File: config.mk
export PLATFORM = sky130hd
export DESIGN_NAME = mc_dualbus_datapath
export DESIGN_NICKNAME = d
export VERILOG_FILES = /design/src/rtl/dp_pkg.sv /design/src/rtl/dp_regfile.sv /design/src/rtl/dp_alu.sv /design/src/rtl/dp_display_regs.sv /design/src/rtl/dp_route.sv /design/src/rtl/mc_dualbus_datapath.sv
export SDC_FILE = /design/constraint.sdc
export NUM_CORES = 1
export LEC_CHECK = 0
export CAP_MARGIN = 5
export CORE_MARGIN = 10
export CORE_UTILIZATION = 40
export DETAILED_ROUTE_END_ITERATION = 6
export DONT_BUFFER_PORTS = 1
export HOLD_SLACK_MARGIN = 0.05
export PLACE_DENSITY = 0.64
export SLEW_MARGIN = 20
export SYNTH_ARGS = -nofsm -noshare
export SYNTH_HDL_FRONTEND = slang
export SYNTH_SLANG_ARGS = --single-unit
File: constraint.sdc
create_clock -name clk -period 13.53 [get_ports clk]
set_clock_uncertainty 0.05 [all_clocks]
set_input_delay 1.353 -clock clk [delete_from_list [all_inputs] [get_ports clk]]
set_output_delay 1.353 -clock clk [all_outputs]
set_load 0.1 [all_outputs]
File: src/rtl/dp_pkg.sv
package dp_pkg;
  parameter int DP_W    = 16;
  parameter int DP_REGS = 16;
  parameter int DP_DISP = 4;
  localparam int DP_RA_W = $clog2(DP_REGS);
  localparam int DP_WA_W = DP_RA_W + 1;
  localparam int DP_EXT_LO = 1;
  localparam int DP_EXT_HI = 2 * DP_W - 1;

  typedef enum logic [1:0] {
    ALU_ADD = 2'b00,
    ALU_PSA = 2'b01,
    ALU_PSB = 2'b10,
    ALU_SUB = 2'b11
  } alu_op_e;

  typedef struct packed {
    logic zero;
    logic carry;
    logic negative;
    logic overflow;
  } flags_t;

  typedef struct packed {
    logic [DP_W-1:0] res;
    flags_t          fl;
  } alu_out_t;

  function automatic alu_out_t alu_eval(input logic [1:0] op,
                                        input logic [DP_W-1:0] a,
                                        input logic [DP_W-1:0] b);
    alu_out_t      o;
    logic [DP_W:0] wide;
    logic [DP_W-1:0] bb;
    o = '0;
    bb = (op == ALU_SUB) ? ~b : b;
    wide = {1'b0, a} + {1'b0, bb} + {{DP_W{1'b0}}, (op == ALU_SUB)};
    case (op)
      ALU_PSA: o.res = a;
      ALU_PSB: o.res = b;
      default: begin
        o.res = wide[DP_W-1:0];
        o.fl.carry = wide[DP_W];
        o.fl.overflow = (a[DP_W-1] == bb[DP_W-1]) && (o.res[DP_W-1] != a[DP_W-1]);
      end
    endcase
    o.fl.zero = (o.res == '0);
    o.fl.negative = o.res[DP_W-1];
    return o;
  endfunction

  function automatic logic [DP_W-1:0] byte_swap(input logic [DP_W-1:0] v);
    return {v[DP_W/2-1:0], v[DP_W-1:DP_W/2]};
  endfunction
endpackage

File: src/rtl/dp_regfile.sv
module dp_regfile
  import dp_pkg::*;
#(
  parameter int W = DP_W,
  parameter int N = DP_REGS,
  localparam int AW = $clog2(N)
) (
  input  logic          clk,
  input  logic          rst_n,
  input  logic          we,
  input  logic [AW-1:0] wa,
  input  logic [W-1:0]  wd,
  input  logic [AW-1:0] ra_a,
  input  logic [AW-1:0] ra_b,
  output logic [W-1:0]  rd_a,
  output logic [W-1:0]  rd_b
);
  logic [N-1:0][W-1:0] mem;
  logic [N-1:0]        row_we;

  for (genvar g = 0; g < N; g++) begin : g_row
    assign row_we[g] = we && (wa == AW'(g));
    always_ff @(posedge clk or negedge rst_n) begin
      if (!rst_n)         mem[g] <= '0;
      else if (row_we[g]) mem[g] <= wd;
    end
  end

  assign rd_a = mem[ra_a];
  assign rd_b = mem[ra_b];

  assert_one_row_R5: assert property (@(posedge clk) disable iff (!rst_n)
    $onehot0(row_we));
  assert_write_visible_R5: assert property (@(posedge clk) disable iff (!rst_n)
    we |=> (ra_b != $past(wa)) || (rd_b == $past(wd)));
  assert_no_write_R11: assert property (@(posedge clk) disable iff (!rst_n)
    !we |=> $stable(mem));
endmodule

File: src/rtl/dp_alu.sv
module dp_alu
  import dp_pkg::*;
(
  input  logic [1:0]      op,
  input  logic [DP_W-1:0] a,
  input  logic [DP_W-1:0] b,
  output logic [DP_W-1:0] res,
  output flags_t          fl
);
  alu_out_t o;
  always_comb begin
    o   = alu_eval(op, a, b);
    res = o.res;
    fl  = o.fl;
  end
endmodule

File: src/rtl/dp_display_regs.sv
module dp_display_regs
  import dp_pkg::*;
#(
  parameter int W  = DP_W,
  parameter int N  = DP_DISP,
  parameter int AW = DP_WA_W
) (
  input  logic              clk,
  input  logic              rst_n,
  input  logic              we,
  input  logic [AW-1:0]     addr,
  input  logic [W-1:0]      wd,
  output logic [N-1:0][W-1:0] regs
);
  logic [N-1:0] hit;
  logic         upper_miss;

  for (genvar g = 0; g < N; g++) begin : g_disp
    assign hit[g] = we && addr[AW-1] && (addr[AW-2:0] == (AW-1)'(g));
    always_ff @(posedge clk or negedge rst_n) begin
      if (!rst_n)      regs[g] <= '0;
      else if (hit[g]) regs[g] <= wd;
    end
    assert_disp_load_R6: assert property (@(posedge clk) disable iff (!rst_n)
      hit[g] |=> regs[g] == $past(wd));
  end

  assign upper_miss = we && addr[AW-1] && (addr[AW-2:0] >= (AW-1)'(N));

  assert_disp_onehot_R6: assert property (@(posedge clk) disable iff (!rst_n)
    $onehot0(hit));
  assert_ignored_R7: assert property (@(posedge clk) disable iff (!rst_n)
    upper_miss |=> $stable(regs));
endmodule

File: src/rtl/dp_route.sv
module dp_route
  import dp_pkg::*;
(
  input  logic                       clk,
  input  logic                       rst_n,
  input  logic                       xsel,
  input  logic [1:0]                 ysel,
  input  logic [1:0]                 ldsel,
  input  logic [1:0]                 condsel,
  input  logic [DP_W-1:0]            port_a,
  input  logic [DP_W-1:0]            port_b,
  input  logic [DP_W-1:0]            right_a,
  input  logic [DP_W-1:0]            right_b,
  input  logic [DP_W-1:0]            right_data,
  input  logic [DP_W-1:0]            const_word,
  input  logic                       ext_req,
  input  logic [DP_EXT_HI:DP_EXT_LO] ext_addr,
  input  logic [DP_W-1:0]            alu_res,
  input  flags_t                     fl,
  input  logic                       dma_a_done,
  input  logic                       dma_b_done,
  input  logic                       vblank,
  output logic [DP_W-1:0]            xbus,
  output logic [DP_W-1:0]            ybus,
  output logic [DP_W-1:0]            ldbus,
  output logic [3:0]                 cond
);
  always_comb begin
    if (ext_req)   xbus = {1'b0, ext_addr[DP_EXT_HI:DP_W+1]};
    else if (xsel) xbus = right_a;
    else           xbus = port_a;
  end

  always_comb begin
    if (ext_req) ybus = ext_addr[DP_W:DP_EXT_LO];
    else begin
      case (ysel)
        2'b00:   ybus = port_b;
        2'b01:   ybus = right_b;
        2'b10:   ybus = const_word;
        default: ybus = '0;
      endcase
    end
  end

  always_comb begin
    case (ldsel)
      2'b00:   ldbus = alu_res;
      2'b01:   ldbus = right_data;
      2'b10:   ldbus = byte_swap(xbus);
      default: ldbus = {{(DP_W-4){1'b0}}, fl};
    endcase
  end

  always_comb begin
    case (condsel)
      2'b00:   cond = {fl.zero, fl.negative, fl.carry, fl.overflow};
      2'b01:   cond = {dma_a_done, ldbus[4], dma_b_done, ldbus[7]};
      2'b10:   cond = {ldbus[0], ldbus[3], ldbus[2], ldbus[6]};
      default: cond = {1'b0, vblank, ldbus[1], ldbus[5]};
    endcase
  end

  assert_ext_x_R9: assert property (@(posedge clk) disable iff (!rst_n)
    ext_req |-> (xbus[DP_W-1] == 1'b0) && (xbus[DP_W-2:0] == ext_addr[DP_EXT_HI:DP_W+1]));
  assert_ext_y_R9: assert property (@(posedge clk) disable iff (!rst_n)
    ext_req |-> ybus == ext_addr[DP_W:DP_EXT_LO]);
  assert_cond_ground_R8: assert property (@(posedge clk) disable iff (!rst_n)
    (condsel == 2'b11) |-> !cond[3]);
  assert_status_read_R3: assert property (@(posedge clk) disable iff (!rst_n)
    (ldsel == 2'b11) |-> (ldbus[DP_W-1:4] == '0) && (ldbus[3] == (alu_res == '0)));
endmodule

File: src/rtl/mc_dualbus_datapath.sv
module mc_dualbus_datapath
  import dp_pkg::*;
(
  input  logic              clk,
  input  logic              rst_n,
  input  logic              xsel,
  input  logic [1:0]        ysel,
  input  logic [1:0]        ldsel,
  input  logic [1:0]        condsel,
  input  logic [1:0]        alu_op,
  input  logic [3:0]        rd_addr_x,
  input  logic [4:0]        dst_addr,
  input  logic              wr_en,
  input  logic [15:0]       const_word,
  input  logic [15:0]       right_a,
  input  logic [15:0]       right_b,
  input  logic [15:0]       right_data,
  input  logic              ext_req,
  input  logic [31:1]       ext_addr,
  input  logic              dma_a_done,
  input  logic              dma_b_done,
  input  logic              vblank,
  output logic [15:0]       xbus,
  output logic [15:0]       ybus,
  output logic [15:0]       ldbus,
  output logic [3:0]        cond,
  output logic [15:0]       disp_colour,
  output logic [15:0]       disp_planes,
  output logic [15:0]       disp_xoff,
  output logic [15:0]       disp_yoff
);
  logic [DP_W-1:0]              port_a, port_b, alu_res;
  flags_t                       fl;
  logic                         gen_we;
  logic                         disp_we;
  logic [DP_DISP-1:0][DP_W-1:0] disp;

  assign gen_we  = wr_en && !dst_addr[DP_WA_W-1];
  assign disp_we = wr_en &&  dst_addr[DP_WA_W-1];

  dp_regfile i_regs (
    .clk(clk), .rst_n(rst_n), .we(gen_we), .wa(dst_addr[DP_RA_W-1:0]), .wd(ldbus),
    .ra_a(rd_addr_x), .ra_b(dst_addr[DP_RA_W-1:0]), .rd_a(port_a), .rd_b(port_b)
  );

  dp_alu i_alu (.op(alu_op), .a(xbus), .b(ybus), .res(alu_res), .fl(fl));

  dp_route i_route (
    .clk(clk), .rst_n(rst_n), .xsel(xsel), .ysel(ysel), .ldsel(ldsel), .condsel(condsel),
    .port_a(port_a), .port_b(port_b), .right_a(right_a), .right_b(right_b),
    .right_data(right_data), .const_word(const_word), .ext_req(ext_req),
    .ext_addr(ext_addr), .alu_res(alu_res), .fl(fl), .dma_a_done(dma_a_done),
    .dma_b_done(dma_b_done), .vblank(vblank), .xbus(xbus), .ybus(ybus),
    .ldbus(ldbus), .cond(cond)
  );

  dp_display_regs i_disp (
    .clk(clk), .rst_n(rst_n), .we(disp_we), .addr(dst_addr), .wd(right_data), .regs(disp)
  );

  assign disp_colour = disp[0];
  assign disp_planes = disp[1];
  assign disp_xoff   = disp[2];
  assign disp_yoff   = disp[3];

  assert_disp_no_gen_R6: assert property (@(posedge clk) disable iff (!rst_n)
    disp_we |-> !gen_we);
endmodule

* Word-level counts from Yosys, hierarchy flattened
Cells that the tools add are included.
** Storage, ports and cells
- Bits in registers :: 320
- Input port bits :: 120
- Output and inout port bits :: 116
** Cells by class
- $add $sub $neg :: 2
- $lt $le $gt $ge :: 2
- Equality and inequality tests :: 26
- Mux-type cells :: 14
- Bitwise logic cells :: 1
- Reduce and logical (&&, ||, !) cells :: 31
** Operators by type and width (number)
- $bmux W16 S4 :: 2
- $mux W16 :: 6
- $pmux W16 S3 :: 2
- $eq A4 B4 Y1 const B :: 8
- $pmux W16 S2 :: 1
- $logic_and A1 B1 Y1 :: 24
- $add A16 B16 Y17 :: 1
- $add A17 B1 Y17 :: 1
- $eq A4 B3 Y1 const B :: 4
- $logic_not A16 Y1 :: 1
- $not A16 Y16 :: 1
- $pmux W4 S3 :: 1
- $eq A2 B2 Y1 const B :: 5
- $lt A4 B5 Y1 const B :: 2
- $eq A2 B1 Y1 const B :: 4
- $eq A4 B2 Y1 const B :: 2
- $logic_not A2 Y1 :: 3
- $eq A4 B1 Y1 const B :: 1
- $logic_not A4 Y1 :: 1
- $mux W1 :: 2
- $reduce_or A2 Y1 :: 1
- $eq A1 B1 Y1 :: 1
- $logic_not A1 Y1 :: 1
- $ne A1 B1 Y1 :: 1

* Depth between registers and ports, before layout
- Depth in word-level cells :: 13
- Mapped depth :: 23
- Mapped depth without buffers :: 17

* Modules after synthesis
Synthesis repeated with hierarchy kept, for this count alone.
** Second synthesis, totals
- Cell total of the unflattened synthesis :: 1420
- Area total of the unflattened synthesis :: 18768.0 µm²
** By module, submodules not included
- dp_regfile :: times used 1, cells an instance 848, area an instance 13304.0 µm², seq. area each 6406.1 µm²
- dp_display_regs :: times used 1, cells an instance 139, area an instance 2506.2 µm², seq. area each 1601.5 µm²
- dp_route :: times used 1, cells an instance 228, area an instance 1503.9 µm², seq. area each 0.0 µm²
- dp_alu :: times used 1, cells an instance 203, area an instance 1437.6 µm², seq. area each 0.0 µm²
- mc_dualbus_datapath :: times used 1, cells an instance 2, area an instance 16.3 µm², seq. area each 0.0 µm²

* Least setup slack after synthesis
Ideal clock, no wire load.
- Path kind :: input to output
- Start :: input port rd_addr_x[1]
- End :: output port cond[3]
- Data arrival time :: 9.028 ns
- Setup slack :: 3.099 ns
- Stages on the path :: 22
- Cells stage by stage :: buf_2 -> buf_2 -> buf_2 -> mux2i_1 -> a22o_1 -> nor3_1 -> nor2_1 -> o21a_1 -> o21ai_0 -> ha_1 -> clkbuf_1 -> o21ai_0 -> o21bai_1 -> a221oi_1 -> o21ai_0 -> inv_1 -> and2_1 -> xor2_1 -> nor3_1 -> mux4_2 -> clkbuf_1 -> a22o_1
** Between the ends
- Cells in the longest elaborated chain, start to end :: 11
- Elaborated cells on any way between the ends :: 14
- Classes of those cells :: 2 x add/sub; 2 x eq/ne; 8 x mux; 2 x reduce/logical
** Ends and longest elaborated chain
- from (decl) :: line mc_dualbus_datapath.sv:11 : input logic [3:0] rd_addr_x,
- $bmux W16 S4 :: line dp_regfile.sv:29 : assign rd_a = mem[ra_a];
- $mux W16 (implied by the code) :: line dp_regfile.sv:29
- $mux W16 :: line dp_route.sv:30 : else if (xsel) xbus = right_a;
- $mux W16 :: line dp_route.sv:29 : if (ext_req) xbus = {1'b0, ext_addr[DP_EXT_HI:DP_W+1]};
- via xbus[9] :: line mc_dualbus_datapath.sv:23 : output logic [15:0] xbus,
- $add A16 B16 Y17 :: line dp_pkg.sv:37 : wide = {1'b0, a} + {1'b0, bb} + {{DP_W{1'b0}}, (op == ALU_SUB)};
- $add A17 B1 Y17 :: line dp_pkg.sv:37
- $ne A1 B1 Y1 :: line dp_pkg.sv:44 : o.fl.overflow = (a[DP_W-1] == bb[DP_W-1]) && (o.res[DP_W-1] != a[DP_W-1]);
- $logic_and A1 B1 Y1 :: line dp_pkg.sv:44
- $mux W1 :: line dp_pkg.sv:38 : case (op)
- $pmux W16 S3 :: line dp_route.sv:47 : case (ldsel)
- via ldbus[0] :: line mc_dualbus_datapath.sv:25 : output logic [15:0] ldbus,
- $pmux W4 S3 :: line dp_route.sv:56 : case (condsel)
- to (decl) :: line mc_dualbus_datapath.sv:26 : output logic [3:0] cond,
The timed path passes the listed nets, and every way through them passes these cells. The select of a mux whose other input is x is not followed.

* Final worst setup path
- Start :: input port rd_addr_x[1]
- End :: output port cond[2]
** Between the ends
- Cells in the longest elaborated chain, start to end :: 10
** Ends and longest elaborated chain
- $bmux W16 S4 * :: line dp_regfile.sv:29
- $mux W16 (implied by the code) * :: line dp_regfile.sv:29
- $mux W16 * :: line dp_route.sv:30
- $mux W16 * :: line dp_route.sv:29
- via xbus[0] :: line mc_dualbus_datapath.sv:23
- $add A16 B16 Y17 :: line dp_pkg.sv:37
- $add A17 B1 Y17 :: line dp_pkg.sv:37
- $pmux W16 S2 * :: line dp_pkg.sv:38
- $logic_not A16 Y1 :: line dp_pkg.sv:47 : o.fl.zero = (o.res == '0);
- $pmux W16 S3 * :: line dp_route.sv:47
- via ldbus[3] :: line mc_dualbus_datapath.sv:25
- $pmux W4 S3 * :: line dp_route.sv:56
Mark *: on every way through the listed nets, which the timed path passes. The rest lies on a longest branch. The select of a mux whose other input is x is not followed.

==> impl_summary.txt <==
----------------------------------------------------
[Die]
  Die height ... 237.8 um
  Num ports ... 236
  Die X ... 237.8 um
  Starting utilization of the core area ... 40.60%
  Num rows ... 79
  Core Region ... 0.04675 mm2
  Die area ... 0.05657 mm2

[Synth]
  Count of distinct cell types in the synthesized netlist ... 74
  Portion of synthesized cell area occupied by the leading cell type ... 42.19%
  Synth Warn # ... 0
  Post-Synth Adder-Cell Area ... 1.292%
  Register area share after synthesis ... 42.19%
  Compound-cell area share of the yosys netlist ... 15.64%
  Combinational family with the most area after synthesis ... multiplexers
  Post-synthesis instance area ... 0.01898 mm2
  Proportion of register bits with asynchronous set or reset after synthesis ... 100.0%
  Gate count after technology mapping ... 1753
  Cell taking the most area after synthesis ... sky130_fd_sc_hd__dfrtp_1
  Post-synthesis mux area share ... 25.91%
  Avg Synthesized Cell Area ... 10.83 um2
  Most used DFF post-synth ... sky130_fd_sc_hd__dfrtp_1
  Simple-gate share of the synthesized area ... 9.545%
  Cell types with the largest area share after synthesis ... sky130_fd_sc_hd__dfrtp_1 (42%), sky130_fd_sc_hd__mux4_2 (9.8%), sky130_fd_sc_hd__mux2_2 (9.1%)
  Synth Area in XOR/XNOR ... 1.061%
  Post-synth EDFFs ... 0
  Net count of the mapped netlist ... 1892
  Number of register bits inferred by synthesis ... 320

[Worst setup path]
  Critical Path Sink Type ... output pin
  Arrival time of the worst setup path ... 7.95 ns
  Worst r2r dst ... i_regs.mem[83]
  Start point of the critical path ... rd_addr_x[1]
  Worst Path Class, Setup ... primary input to output pin
  Flop2flop setup slack ... 7.33 ns
  Data required, critical path ... 12.13 ns
  Reg2reg path depth ... 17
  Worst Path Max Fanout ... 63
  Setup crit start kind ... primary input
  Startpoint of the lowest-slack register-to-register path ... i_regs.mem[144]

[Flow run]
  Count of max-cap constraint violations ... 0

[Detailed routing]
  Sum of routed wire length over all layers ... 73700 um
  Met2 wire length ... 33500 um
  M1 wire length ... 27920 um
  Antenna violation net count after detailed routing ... 0
  Violation count after the first detailed-routing iteration ... 2062
  Via Count ... 15391
  Met3 Routed Length ... 9386 um
  Detailed-route vias per instance ... 6.561
  Drt pass-1 iters ... 6
  Highest routing layer actually used ... met5
  Avg WL per Cell ... 31.41 um
  Detailed-route DRC error count ... 0

[CTS]
  Sinks on the clock net ... 320
  Post-CTS Setup Bufs ... 0
  Clock Latency Late Sink ... 0.57 ns
  H-tree Lvls ... 2
  TritonCTS clock tree ... yes
  CTS buffer count ... 38
  Hold-fix buffer count after cts ... 0
  Clock Path Buffers ... 3
  Count of cells resized by post-cts repair ... 0
  Post-CTS clock slew at the launch and capture registers of the worst setup and hold paths ... 0.06 ns
  Clock tree root driver cell ... sky130_fd_sc_hd__clkbuf_16

[STA]
  Max Clock Freq ... 0.1070 GHz
  Setup repair after global routing missed its margin ... false
  Final worst path period share ... 69.09%
  Number of setup violations in the final report ... 0
  Worst slew pin tran ... 1.145 ns
  Fin Hold WS ... 0.4540 ns
  Min cycle time layout ... 9.348 ns
  Max-slew violations ... 0
  Post-route setup TNS ... 0 ns
  Relative slew slack ... 23.35%
  Fin. Hold Viols ... 0

[GRT]
  Overflow left after global routing ... 0
  Number of antenna violations at the first check in global routing ... 4
  Pin count of the biggest net entering global routing ... 321
  Total track usage ... 25.21%
  Vias in the first global route ... 14828
  Global-route wire length before repair ... 106000 um

[Min path]
  HP Class ... flop to flop
  Worst hold path cell count ... 2
  Startpoint of the most critical hold path ... i_regs.mem[44]
  Destination of the worst hold path ... i_regs.mem[44]

[Finish]
  Multi-input combinational cell area ... 0.01035 mm2
  Fill cell instance count of the final layout ... 4317
  Design area ... 0.02097 mm2
  Commonest cells after routing, fill and taps aside ... sky130_fd_sc_hd__dfrtp_1 (320), sky130_fd_sc_hd__nand2_1 (171), sky130_fd_sc_hd__mux2_2 (154)
  Proportion of layout cells with a drive suffix above 1 ... 22.19%
  Final nets ... 1849
  Commonest non-fill, non-tap cell in the layout ... sky130_fd_sc_hd__dfrtp_1
  Reg area ... 0.008008 mm2
  Final core area utilization ... 44.85%
  Area delta synth->final ... 10.47%

[Power]
  VDD IR-drop max ... 107.5 uV
  Total power draw ... 3.476 mW
  Total power density per cell area ... 165.8 mW/mm2
  Static Leak ... 9.121 nW

[Place]
  Placed wire-length estimate ... 53200 um
  Area post-placement ... 0.01976 mm2
  GPL Wtd Cong ... 0.9803
  IO Port Bufs ... 0

[Run status]
  Result of the run ... complete, no violations

----------------------------------------------------
[cell families (layout without fill, tap and decap cells)]
family	count (synthesis)	after routing
compound gates	467	467
xor+xnor	23	23
fa+ha+maj	19	19
buf+inv	181	163
flops	320	320
mux	344	344
other cells	0	4
simple gates	399	399
[Yosys cell counts, types with 23 or more instances]
library cell,n
sky130_fd_sc_hd__a21oi_1,124
sky130_fd_sc_hd__a22oi_1,44
sky130_fd_sc_hd__clkbuf_1,91
sky130_fd_sc_hd__dfrtp_1,320
sky130_fd_sc_hd__inv_1,40
sky130_fd_sc_hd__mux2_2,154
sky130_fd_sc_hd__mux2i_1,91
sky130_fd_sc_hd__mux4_2,83
sky130_fd_sc_hd__nand2_1,171
sky130_fd_sc_hd__nor2_1,95
sky130_fd_sc_hd__nor2b_1,23
sky130_fd_sc_hd__o21ai_0,137
[power by group]
| part | internal, mW | total, mW | switching, mW |
|---|---|---|---|
| combinational | 0.361 | 0.900 | 0.539 |
| clock | 0.575 | 0.996 | 0.422 |
| sequential | 1.15 | 1.58 | 0.433 |
[routing by layer]
metal  vias to the layer above  GRT usage [%]
li1                       6476              -
met1                      7802          32.03
met2                       953          39.15
met3                       158          8.299
met4                         2          10.08
met5                         -              0
[flip-flops by register name, summed over array words and instances (netlist names)]
name,count
i_disp.regs,64
i_regs.mem,256
[per-stage QoR]
stage	cells	setup slack [ns]
floorplan	1753	3.099
global placement	2277	4.296
detailed placement	2277	4.323
CTS	2342	4.325
global route	2345	4.079
finish	2346	4.182
[critical path, stage by stage]
cell and delay, ns:
sky130_fd_sc_hd__nor2b_1 0.50, sky130_fd_sc_hd__a22oi_1 0.19, sky130_fd_sc_hd__a31oi_1 0.58, sky130_fd_sc_hd__nand2_2 0.63, sky130_fd_sc_hd__o21a_1 0.43, sky130_fd_sc_hd__fa_1 0.44, sky130_fd_sc_hd__a21o_1 0.23, sky130_fd_sc_hd__a221oi_1 0.27
sky130_fd_sc_hd__buf_4 0.20, sky130_fd_sc_hd__nor4_1 0.05, sky130_fd_sc_hd__o31a_1 0.30, sky130_fd_sc_hd__a221o_1 0.32, sky130_fd_sc_hd__a21o_1 0.18, sky130_fd_sc_hd__a2111oi_2 0.36, sky130_fd_sc_hd__nand4_1 0.27, sky130_fd_sc_hd__o21ai_4 0.20
sky130_fd_sc_hd__buf_4 0.42, sky130_fd_sc_hd__mux4_1 0.96
[layout make-up]
cell class,instances,area share [%]
clock buffers,55,5.126
clock inverters,10,0.5967
diodes,4,0.04774
well taps,607,3.622
multi-input cells,1252,49.34
repair buffers,58,2.363
inverters,40,0.7160
flip-flops and latches,320,38.19
[worst max path at each step]
stage / slack, ns / to / cells after the start
after floorplan: 3.10 / cond[3] / 22
after global placement: 4.30 / cond[2] / 18
after detailed placement: 4.32 / cond[2] / 18
after CTS: 4.32 / cond[2] / 18
after global routing: 4.08 / cond[2] / 17
final: 4.18 / cond[2] / 18
Power figures use the tool's default switching activity.
